## config.mk

```make
export PLATFORM = sky130hd
export DESIGN_NAME = scratch_commit
export DESIGN_NICKNAME = d
export VERILOG_FILES = /design/src/rtl/scratch_commit.sv
export SDC_FILE = /design/constraint.sdc
export NUM_CORES = 1
export LEC_CHECK = 0
export BUFFER_PORTS_ARGS = -buffer_cell sky130_fd_sc_hd__buf_4
export CAP_MARGIN = 0
export CORE_UTILIZATION = 48
export CTS_BUF_LIST = sky130_fd_sc_hd__clkbuf_8
export CTS_CLUSTER_DIAMETER = 100
export DETAILED_ROUTE_END_ITERATION = 10
export GPL_TIMING_DRIVEN = 0
export PLACE_DENSITY = 0.81
export SYNTH_ARGS = -nofsm -noshare
export SYNTH_HDL_FRONTEND = slang
export SYNTH_SLANG_ARGS = --single-unit
```

## constraint.sdc

```tcl
create_clock -name clk -period 3.25 [get_ports clk]
set_input_delay 0.325 -clock clk [delete_from_list [all_inputs] [get_ports clk]]
set_output_delay 0.325 -clock clk [all_outputs]
set_load 0.05 [all_outputs]
```

## src/rtl/scratch_commit.sv

```systemverilog
module scratch_commit #(
  parameter int ADDR_W     = 16,
  parameter int PAD_BYTES  = 8,
  parameter int ADDR_LIMIT = 16'h0090,
  parameter int PROG_CYC   = 20
) (
  input  logic                   clk,
  input  logic                   rst_n,
  input  logic                   bus_reset,
  input  logic                   rx_valid,
  input  logic [7:0]             rx_byte,
  output logic [7:0]             tx_byte,
  input  logic [ADDR_W-1:0]      ta,
  input  logic [7:0]             es,
  input  logic                   pf,
  input  logic                   cp_lock,
  input  logic [PAD_BYTES*8-1:0] pad_data,
  input  logic                   pad_wr,
  output logic                   aa,
  output logic                   wr_en,
  output logic [ADDR_W-4:0]      wr_row,
  output logic [PAD_BYTES*8-1:0] wr_data,
  output logic                   prog_busy,
  input  logic                   pwr_fail
);
  localparam int CNT_W = $clog2(PROG_CYC + 1);
  localparam logic [7:0] OPC = 8'h55;

  typedef enum logic [2:0] {S_IDLE, S_AUTH, S_PROG, S_OK, S_FAIL, S_SKIP} st_t;

  st_t              st;
  logic [1:0]       idx;
  logic             mism;
  logic [CNT_W-1:0] cnt;
  logic [7:0]       want;
  logic             accept;

  assign want = (idx == 2'd0) ? ta[7:0] : (idx == 2'd1) ? ta[15:8] : es;
  assign accept = !mism && rx_byte == want && ta < ADDR_W'(ADDR_LIMIT) && !pf && !cp_lock;

  assign tx_byte   = (st == S_OK) ? 8'hAA : 8'hFF;
  assign prog_busy = (st == S_PROG);

  always_ff @(posedge clk or negedge rst_n) begin
    if (!rst_n) begin
      st      <= S_IDLE;
      idx     <= '0;
      mism    <= 1'b0;
      cnt     <= '0;
      aa      <= 1'b0;
      wr_en   <= 1'b0;
      wr_row  <= '0;
      wr_data <= '0;
    end else begin
      wr_en <= 1'b0;
      if (pad_wr) aa <= 1'b0;
      case (st)
        S_IDLE:
          if (bus_reset) st <= S_IDLE;
          else if (rx_valid) begin
            st   <= (rx_byte == OPC) ? S_AUTH : S_SKIP;
            idx  <= '0;
            mism <= 1'b0;
          end
        S_AUTH:
          if (bus_reset) st <= S_IDLE;
          else if (rx_valid) begin
            if (idx == 2'd2) begin
              if (accept) begin
                st      <= S_PROG;
                cnt     <= CNT_W'(PROG_CYC - 1);
                wr_en   <= 1'b1;
                wr_row  <= ta[ADDR_W-1:3];
                wr_data <= pad_data;
                aa      <= 1'b1;
              end else begin
                st <= S_FAIL;
              end
            end else begin
              idx  <= idx + 2'd1;
              mism <= mism | (rx_byte != want);
            end
          end
        S_PROG:
          if (pwr_fail) st <= S_FAIL;
          else if (cnt == '0) st <= S_OK;
          else cnt <= cnt - 1'b1;
        default:
          if (bus_reset) st <= S_IDLE;
      endcase
    end
  end
endmodule

```

==> impl_results.md, run 1 <==
- Number of global-route vias before repair: 3,286
- Routability cong.: 0.818
- Mapped Area: 4380 sq um
- I/O Pins: 192
- 1st-iter DRT viols: 42
- CTS tree: yes
- Initial antenna violation count: 0
- DIE AREA: 9500 sq um
- Nature of the critical path endpoint: flop
- Max-Cap Viols: 0
- Async SR Flop Fraction: 1.00
- Switching Power: 0.796 mW
- Switch share: 0.305
- Design area: 6150 sq um
- Hold buffers post-CTS: 0
- RSZ-0062 raised after global routing: false
- Final core occ: 0.701
- Fillers: 607
- Post-DR wirelength/cell: 16.7 um
- Area delta synth->final: 40.4%
- Slew @ Worst Pin: 1.09 ns
- Worst-Skew Late Latency: 0.37 ns
- Crit-path most repeated cell: buf_6
- Port bufs: 187
- Max stage delay on crit path: 0.43 ns
- Power per cell area: 424 nW/um^2
- Post-Synthesis Cells: 308
- Crit-path cells: inv_1 > ha_1 > buf_6 > mux2i_1 > a211oi_1 > and4bb_1 > and4_4 > nand2_2 > or3_4 > buf_6 > buf_12 > mux2_4
- First-pass GRT wire length: 16,900 um
- Placement Cell Area: 5930 sq um
- Final Hold Violating Endpoints: 0
- Critical Path AT: 3.18 ns
- Final period utilization: 0.906
- Final net count: 617
- Clock Skew: 0.0206 ns
- Setup-failing EPs final: 0
- Int Pwr: 1.81 mW
- Worst Path Max Fanout: 10
- Grt total ovfl: 0
- Drt first pass iters: 4
- Most common cell after layout, fill and taps aside: buf_4
- Post-synthesis mux area share: 0.255
- #FFs+latches synth: 90
- Remaining DRCs: 0
- Final Power: 2.61 mW
- Die W: 97.5 um
- Routed Antenna Nets: 0
- Initial Util: 0.499
- Compound-Gate Fraction of Synth Area: 0.0678
- Path type of the worst setup path: reg -> reg
- Simple-gate area share of the yosys netlist: 0.0798
- Post-CTS sizing: 0
- Vias per inst: 5.10
- Post-Synth Adder-Cell Area: 0.0114
- Final Critical Period: 2.94 ns
- CP Launch Type: flop
- Tot GR Track Use: 0.227
- Setup WS pre-CTS: 0.347 ns
- VDD IR max: 0.330 mV
- Die height: 97.5 um
- Primary FF master, synth: dfrtp_1
- Slew Limit Fails: 0
- Req. time, crit path: 3.49 ns
- CORE AREA: 8760 sq um
- Post-synth EDFFs: 0
- DP HPWL: 7800 um
- Ratio of cells with drive above 1 in the final layout: 0.582
- Syn avg cell area: 14.2 sq um
- Num CTS Buffers: 9
- Row count: 34
- Post-Route WL: 10,400 um
- Outcome: finished, final reports clean
- CTS Buffer Depth: 2
- Setup Fix Bufs, Post-CTS: 0
- CTS Sinks: 90
- Main combinational cell family by area after synthesis: multiplexers
- Most frequent cells in the layout: 194 x buf_4, 90 x dfrtp_1, 69 x mux2_4
- Synth Area in XOR/XNOR: 0.00600
- Ant diodes: 0
- Count of cell types in the netlist: 47
- Root Driver: clkbuf_8
- Clock transition at path regs: 0.12 ns
- Comb pwr share: 0.230
- Setup TNS: 0 ns
- Yosys warns: 0
- DR vias: 3,174
- Max Fclk: 0.340 GHz
- Pin count of the biggest net entering global routing: 91
- Leakage: 3.44 nW
- Worst rel slew slack: 0.271
- Final WS setup: 0.306 ns
- Critical Path Slowest Stage Cell: dfrtp_1
- Htree depth: 3
- Share of power burned in registers: 0.452
- Sequential element share of the synthesized area: 0.515
- Clock share of power: 0.318
- Worst Hold Class: in -> reg
-- synthesized netlist by cell type, drive strengths merged, types with 2 or more instances --
cell / n / area [sq um]
a22o: 2 / 17.5
nor4bb: 2 / 20.0
o21ai: 12 / 60.1
nor4b: 2 / 17.5
mux2: 69 / 1040
xnor2: 3 / 26.3
nor2b: 4 / 25.0
and2: 8 / 50.1
inv: 10 / 37.5
a31oi: 2 / 12.5
a211o: 3 / 26.3
dfrtp: 90 / 2250
buf: 20 / 241
nand4: 2 / 12.5
a21o: 3 / 22.5
a211oi: 4 / 30.0
a32o: 2 / 20.0
nor2: 7 / 33.8
nand2: 15 / 58.8
mux2i: 8 / 80.1
nand2b: 2 / 12.5
nor4: 3 / 18.8
nor3: 4 / 20.0
a21oi: 5 / 25.0
o211ai: 6 / 45.0
nand3: 3 / 15.0
ha: 4 / 50.1
-- layout make-up --
class                   count  area, sq um  area share
multi-input cells         190         1850       0.302
inverters                  10         37.5     0.00611
clock inverters             7         95.1      0.0155
clock buffers               9          124      0.0202
well taps                 108          135      0.0220
plain buffers              21          245      0.0399
flip-flops and latches     90         2250       0.366
repair buffers            187         1400       0.228
-- logic make-up (layout without fill, tap and decap cells) --
kind of cell	Yosys count	in the layout
multiplexers	77	77
AND/OR/NAND/NOR	58	58
adder cells (fa/ha/maj)	4	4
AO/OA/AOI/OAI	44	44
flip-flops	90	90
other	1	4
XOR/XNOR	3	3
buffers and inverters	31	234
-- path summary, 6_finish.rpt --
kind	from	cells past startpoint	end	slack (ns)
worst max-delay path	idx[1]	12	wr_data[36]	0.31
worst min-delay path	pad_wr	2	aa	0.12
worst max register to register	idx[1]	12	wr_data[36]	0.31
worst min register to register	wr_row[6]	1	wr_row[6]	0.50
max in group asynchronous	rst_n	1	wr_data[21]	2.39
min in group asynchronous	rst_n	1	wr_row[7]	0.14
-- worst max-delay path: cells and delay by family, from the launching register on --
kind | cells | cell delay (ns)
adders and majority gates | 1 | 0.17
and+or+nand+nor | 4 | 0.94
DFF | 1 | 0.43
AOI/OAI and AO/OA | 1 | 0.10
buffers and inverters | 4 | 0.60
muxes | 2 | 0.55
-- stage by stage --
| stage | hold slack (ns) | std cells |
|---|---|---|
| 5_1_grt | 0.108 | 622 |
| 2_1_floorplan | 0.0294 | 311 |
| 3_5_place_dp | 0.472 | 606 |
| 6_report | 0.122 | 622 |
| 3_3_place_gp | 0.472 | 606 |
| 4_1_cts | 0.108 | 622 |
-- power groups by stage --
stage | registers [mW] | logic, mW | clock network [mW]
floorplan | 1.19 | 0.396 | 0
global placement | 1.20 | 0.577 | 0
detailed placement | 1.20 | 0.601 | 0
CTS | 1.18 | 0.604 | 0.844
global route | 1.18 | 0.660 | 0.895
finish | 1.18 | 0.600 | 0.829
-- state kept, by name, indices dropped and copies added (netlist names) --
| name | count |
|---|---|
| aa | 1 |
| wr_row | 13 |
| wr_en | 1 |
| cnt | 5 |
| idx | 2 |
| mism | 1 |
| wr_data | 64 |
| st | 3 |
-- routing by layer --
metal  track usage  part of all wire  vias to the layer above
li1              -                 -                     1498
met1         0.297              0.42                     1514
met2         0.377              0.50                      148
met3        0.0439             0.063                       14
met4        0.0781             0.015                        0
met5             0                 0                        -
Note: power is estimated with default switching activity, not from simulation.
==> inputs of run 2 (changes only) <==
--- a/config.mk
+++ b/config.mk
@@ -13,6 +13,7 @@
 export DETAILED_ROUTE_END_ITERATION = 10
 export GPL_TIMING_DRIVEN = 0
 export PLACE_DENSITY = 0.81
+export RECOVER_POWER = 50
 export SYNTH_ARGS = -nofsm -noshare
 export SYNTH_HDL_FRONTEND = slang
 export SYNTH_SLANG_ARGS = --single-unit
==> run 2 against run 1 <==
Effect of this change: the flow now finishes with violations (max-capacitance violations, max-slew violations); combinational power about the same; cell area fell by 2.6%; non-clock buffer count unchanged; critical path depth stayed put; maximum frequency about the same; clock skew barely moved; sequential power is essentially flat; register-to-register slack hardly changed; first-iteration DRC count did not move; global-route usage did not move.
==> impl_results.md, run 2 (synthesis gave the netlist of run 1 again) <==
- Hold_sp: pad_wr
- CP Launch Type: flop
- CTS tree: yes
- Worst Hold Class: in -> reg
- Comb pwr share: 0.230
- Post-DR wirelength/cell: 16.8 um
- Share of power burned in registers: 0.452
- Row count: 34
- CTS Sinks: 90
- RSZ-0062 raised after global routing: false
- Setup Fix Bufs, Post-CTS: 0
- Hold buffers post-CTS: 0
- Max Fclk: 0.340 GHz
- Root Driver: clkbuf_8
- Htree depth: 3
- Most common cell after layout, fill and taps aside: buf_4
- Pin count of the biggest net entering global routing: 91
- Switching Power: 0.795 mW
- Clock transition at path regs: 0.12 ns
- DR vias: 3,160
- Nature of the critical path endpoint: flop
- VDD IR max: 0.330 mV
- Placement Cell Area: 5930 sq um
- FF-to-FF path depth: 12
- Worst r2r src: idx[1]
- Ratio of cells with drive above 1 in the final layout: 0.500
- Routability cong.: 0.818
- CTS Buffer Depth: 2
- Routed Antenna Nets: 0
- Num CTS Buffers: 9
- Leakage: 3.26 nW
- CORE AREA: 8760 sq um
- Tot GR Track Use: 0.227
- I/O Pins: 192
- Largest register FFs: 64
- DP HPWL: 7800 um
- Worst-Skew Late Latency: 0.37 ns
- Hold Path End: aa
- Number of global-route vias before repair: 3,286
- Clock share of power: 0.318
- First-pass GRT wire length: 16,900 um
- Final WS setup: 0.306 ns
- Final period utilization: 0.906
- Critical Path AT: 3.18 ns
- Initial Util: 0.499
- Power per cell area: 435 nW/um^2
- Final Hold Violating Endpoints: 0
- Die W: 97.5 um
- DIE AREA: 9500 sq um
- Final Critical Period: 2.94 ns
- Worst R2R End: wr_data[36]
- Remaining DRCs: 0
- Outcome: finished with violations
- Area delta synth->final: 36.8%
- Setup-failing EPs final: 0
- Worst rel slew slack: -0.435
- Switch share: 0.305
- Worst Path Max Fanout: 10
- Setup TNS: 0 ns
- 1st-iter DRT viols: 42
- Post-CTS sizing: 0
- Initial antenna violation count: 0
- Failing checks: max-capacitance violations, max-slew violations
- Drt first pass iters: 4
- Die height: 97.5 um
- Design area: 5990 sq um
- Path type of the worst setup path: reg -> reg
- Slew @ Worst Pin: 2.15 ns
- Setup WS pre-CTS: 0.347 ns
- Int Pwr: 1.81 mW
- Most frequent cells in the layout: 151 x buf_4, 90 x dfrtp_1, 69 x mux2_4
- Leading registers by flop count: wr_data (64), wr_row (13), cnt (5)
- Final net count: 617
- Clock Skew: 0.0204 ns
- Grt total ovfl: 0
- Biggest register: wr_data
- Final core occ: 0.683
- Ant diodes: 0
- Req. time, crit path: 3.49 ns
- Reg2reg setup slack: 0.31 ns
- Max-Cap Viols: 1
- Post-Route WL: 10,500 um
- Slew Limit Fails: 91
- Port bufs: 187
- Vias per inst: 5.08
- Hold depth: 2
==> run 2: changes by cell type in the layout (fill, tap and decap cells not counted), sizes merged <==
cell and change:
clkbuf +43, buf -43
==> run 2: layout make-up <==
class	instances	area, sq um
clock buffers	9	124
plain buffers	21	245
multi-input cells	190	1850
repair buffers	187	1240
clock inverters	7	95.1
inverters	10	37.5
fillers	649	2780
flip-flops and latches	90	2250
well taps	108	135
==> run 2: worst max-delay path by stage <==
| stage | start | end | slack, ns |
|---|---|---|---|
| 2_1_floorplan | st[0] | cnt[3] | 0.45 |
| 3_3_place_gp | idx[1] | wr_data[37] | 0.42 |
| 3_5_place_dp | idx[1] | wr_data[36] | 0.35 |
| 4_1_cts | idx[1] | wr_data[36] | 0.30 |
| 5_1_grt | idx[1] | wr_data[36] | 0.16 |
| 6_report | idx[1] | wr_data[36] | 0.31 |
==> run 2: metrics by stage <==
stage	power, mW	instances	hold WS, ns
after CTS	2.63	622	0.108
after global routing	2.74	622	0.108
after global placement	1.77	606	0.472
after detailed placement	1.80	606	0.472
after floorplan	1.59	311	0.0294
final	2.61	622	0.122
==> run 2: worst max-delay path, cell delays in order (launching register included) <==
cell and delay [ns]:
dfrtp_1 0.43, inv_1 0.11, ha_1 0.17, buf_6 0.16, mux2i_1 0.25, a211oi_1 0.10
and4bb_1 0.27, and4_4 0.23, nand2_2 0.06, or3_4 0.38, buf_6 0.17, buf_12 0.16
mux2_4 0.30
==> run 2: metal layers <==
layer	track usage	share of wire	up-vias
met5	0	0	-
li1	-	-	1499
met4	0.0781	0.015	0
met3	0.0439	0.061	14
met1	0.297	0.42	1503
met2	0.377	0.50	144
==> run 2: power by group through the flow <==
| stage | sequential [mW] | clock, mW | combinational (mW) |
|---|---|---|---|
| CTS | 1.18 | 0.844 | 0.604 |
| detailed placement | 1.20 | 0 | 0.601 |
| global placement | 1.20 | 0 | 0.577 |
| finish | 1.18 | 0.828 | 0.600 |
| floorplan | 1.19 | 0 | 0.396 |
| global route | 1.18 | 0.895 | 0.660 |
==> inputs of run 3 (changes only) <==
--- a/config.mk
+++ b/config.mk
@@ -13,7 +13,7 @@
 export DETAILED_ROUTE_END_ITERATION = 10
 export GPL_TIMING_DRIVEN = 0
 export PLACE_DENSITY = 0.81
-export RECOVER_POWER = 50
+export RECOVER_POWER = 25
 export SYNTH_ARGS = -nofsm -noshare
 export SYNTH_HDL_FRONTEND = slang
 export SYNTH_SLANG_ARGS = --single-unit
==> run 3 against run 2 <==
Effect of this change: the flow still finishes with violations (max-capacitance violations, max-slew violations); cell count stayed put; clock skew hardly changed; clock power about the same; clock-buffer cell count is the same; non-clock buffer count unchanged; via count increased by 0.44%; flip-flop and latch count unchanged; die area did not move; critical path depth is the same; largest power group unchanged.
==> impl_results.md, run 3 (synthesis gave the netlist of run 1 again) <==
- Final Non-Filler Cells: 622
- Post-Route WL: 10,400 um
- CORE AREA: 8760 sq um
- CTS tree: yes
- WHS: 0.122 ns
- RSZ-0062 raised after global routing: false
- Placement Cell Area: 5930 sq um
- Max Fclk: 0.340 GHz
- Design area: 6140 sq um
- Final core occ: 0.701
- DR vias: 3,174
- Slew Limit Fails: 91
- Crit-path cells: inv_1 > ha_1 > buf_6 > mux2i_1 > a211oi_1 > and4bb_1 > and4_4 > nand2_2 > or3_4 > buf_6 > buf_12 > mux2_4
- Port bufs: 187
- Critical Path Slowest Stage Cell: dfrtp_1
- Initial antenna violation count: 0
- Clock share of power: 0.318
- Max stage delay on crit path: 0.43 ns
- Area delta synth->final: 40.4%
- Routed Antenna Nets: 0
- VDD IR max: 0.330 mV
- Most common cell after layout, fill and taps aside: buf_4
- Final Power: 2.61 mW
- Die height: 97.5 um
- Slew @ Worst Pin: 2.15 ns
- Grt total ovfl: 0
- Cell total after placement: 606
- 1st-iter DRT viols: 42
- Int Pwr: 1.81 mW
- CTS Buffer Depth: 2
- Remaining DRCs: 0
- CP Launch Type: flop
- Switching Power: 0.796 mW
- I/O Pins: 192
- Clock Skew: 0.0206 ns
- Setup-failing EPs final: 0
- Reg2reg setup slack: 0.31 ns
- Initial Util: 0.499
- Number of global-route vias before repair: 3,286
- Path type of the worst setup path: reg -> reg
- DP HPWL: 7800 um
- Pin count of the biggest net entering global routing: 91
- Die W: 97.5 um
- Leakage: 3.44 nW
- Most frequent cells in the layout: 193 x buf_4, 90 x dfrtp_1, 69 x mux2_4
- Leading registers by flop count: wr_data (64), wr_row (13), cnt (5)
- Hold buffers post-CTS: 0
- Htree depth: 3
- Tot GR Track Use: 0.227
- Num CTS Buffers: 9
- Drt first pass iters: 4
- Hold Path End: aa
- Worst R2R End: wr_data[36]
- Routability cong.: 0.818
- Ratio of cells with drive above 1 in the final layout: 0.582
- Ant diodes: 0
- DIE AREA: 9500 sq um
- Final period utilization: 0.906
- Final WS setup: 0.306 ns
- Nature of the critical path endpoint: flop
- Vias per inst: 5.10
- Row count: 34
- CP delay by family, top: simple AND/OR/NAND/NOR gates
- Worst Path Max Fanout: 10
- Req. time, crit path: 3.49 ns
- Critical Path AT: 3.18 ns
- Worst rel slew slack: -0.434
- Hold depth: 2
- Post-DR wirelength/cell: 16.7 um
- Largest register FFs: 64
- Outcome: finished with violations
- First-pass GRT wire length: 16,900 um
- Max-Cap Viols: 1
- Buf/Inv on CP: 4
- FF-to-FF path depth: 12
- Worst-Skew Late Latency: 0.37 ns
- Hold_sp: pad_wr
- Final Hold Violating Endpoints: 0
- Setup TNS: 0 ns
- Root Driver: clkbuf_8
- Setup WS pre-CTS: 0.347 ns
- Biggest register: wr_data
- Setup Fix Bufs, Post-CTS: 0
- Worst Hold Class: in -> reg
- Final Critical Period: 2.94 ns
- Post-CTS sizing: 0
- Failing checks: max-capacitance violations, max-slew violations
- Comb pwr share: 0.230
- Share of power burned in registers: 0.452
- Clock transition at path regs: 0.12 ns
- Final net count: 617
- Switch share: 0.305
- Worst r2r src: idx[1]
- Crit-path most repeated cell: buf_6
- CTS Sinks: 90
- Power per cell area: 424 nW/um^2
==> run 3: changes by cell type in the layout (fill, tap and decap cells not counted), sizes merged <==
cell,delta
buf,+42
clkbuf,-42
==> run 3: area by class of cell <==
class / instances / area (sq um)
well taps: 108 / 135
multi-input cells: 190 / 1850
plain buffers: 21 / 245
repair buffers: 187 / 1400
clock inverters: 7 / 95.1
inverters: 10 / 37.5
flip-flops and latches: 90 / 2250
clock buffers: 9 / 124
fillers: 608 / 2620
==> run 3: power groups by stage <==
stage	clock (mW)	combinational, mW	sequential [mW]
3_5_place_dp	0	0.601	1.20
5_1_grt	0.895	0.660	1.18
2_1_floorplan	0	0.396	1.19
6_report	0.829	0.600	1.18
4_1_cts	0.844	0.604	1.18
3_3_place_gp	0	0.577	1.20
==> run 3: metal layers <==
metal / up-vias / part of all wire / track usage
li1: 1498 / - / -
met1: 1514 / 0.42 / 0.297
met2: 148 / 0.50 / 0.377
met3: 14 / 0.063 / 0.0439
met4: 0 / 0.015 / 0.0781
met5: - / 0 / 0
==> run 3: how the worst max path moves through the flow <==
stage                     startpoint           to  slack (ns)  depth (start not counted)
final                         idx[1]  wr_data[36]        0.31                         12
after global routing          idx[1]  wr_data[36]        0.16                         12
after CTS                     idx[1]  wr_data[36]        0.30                         12
after detailed placement      idx[1]  wr_data[36]        0.35                         12
after global placement        idx[1]  wr_data[37]        0.42                         12
after floorplan                st[0]       cnt[3]        0.45                          8
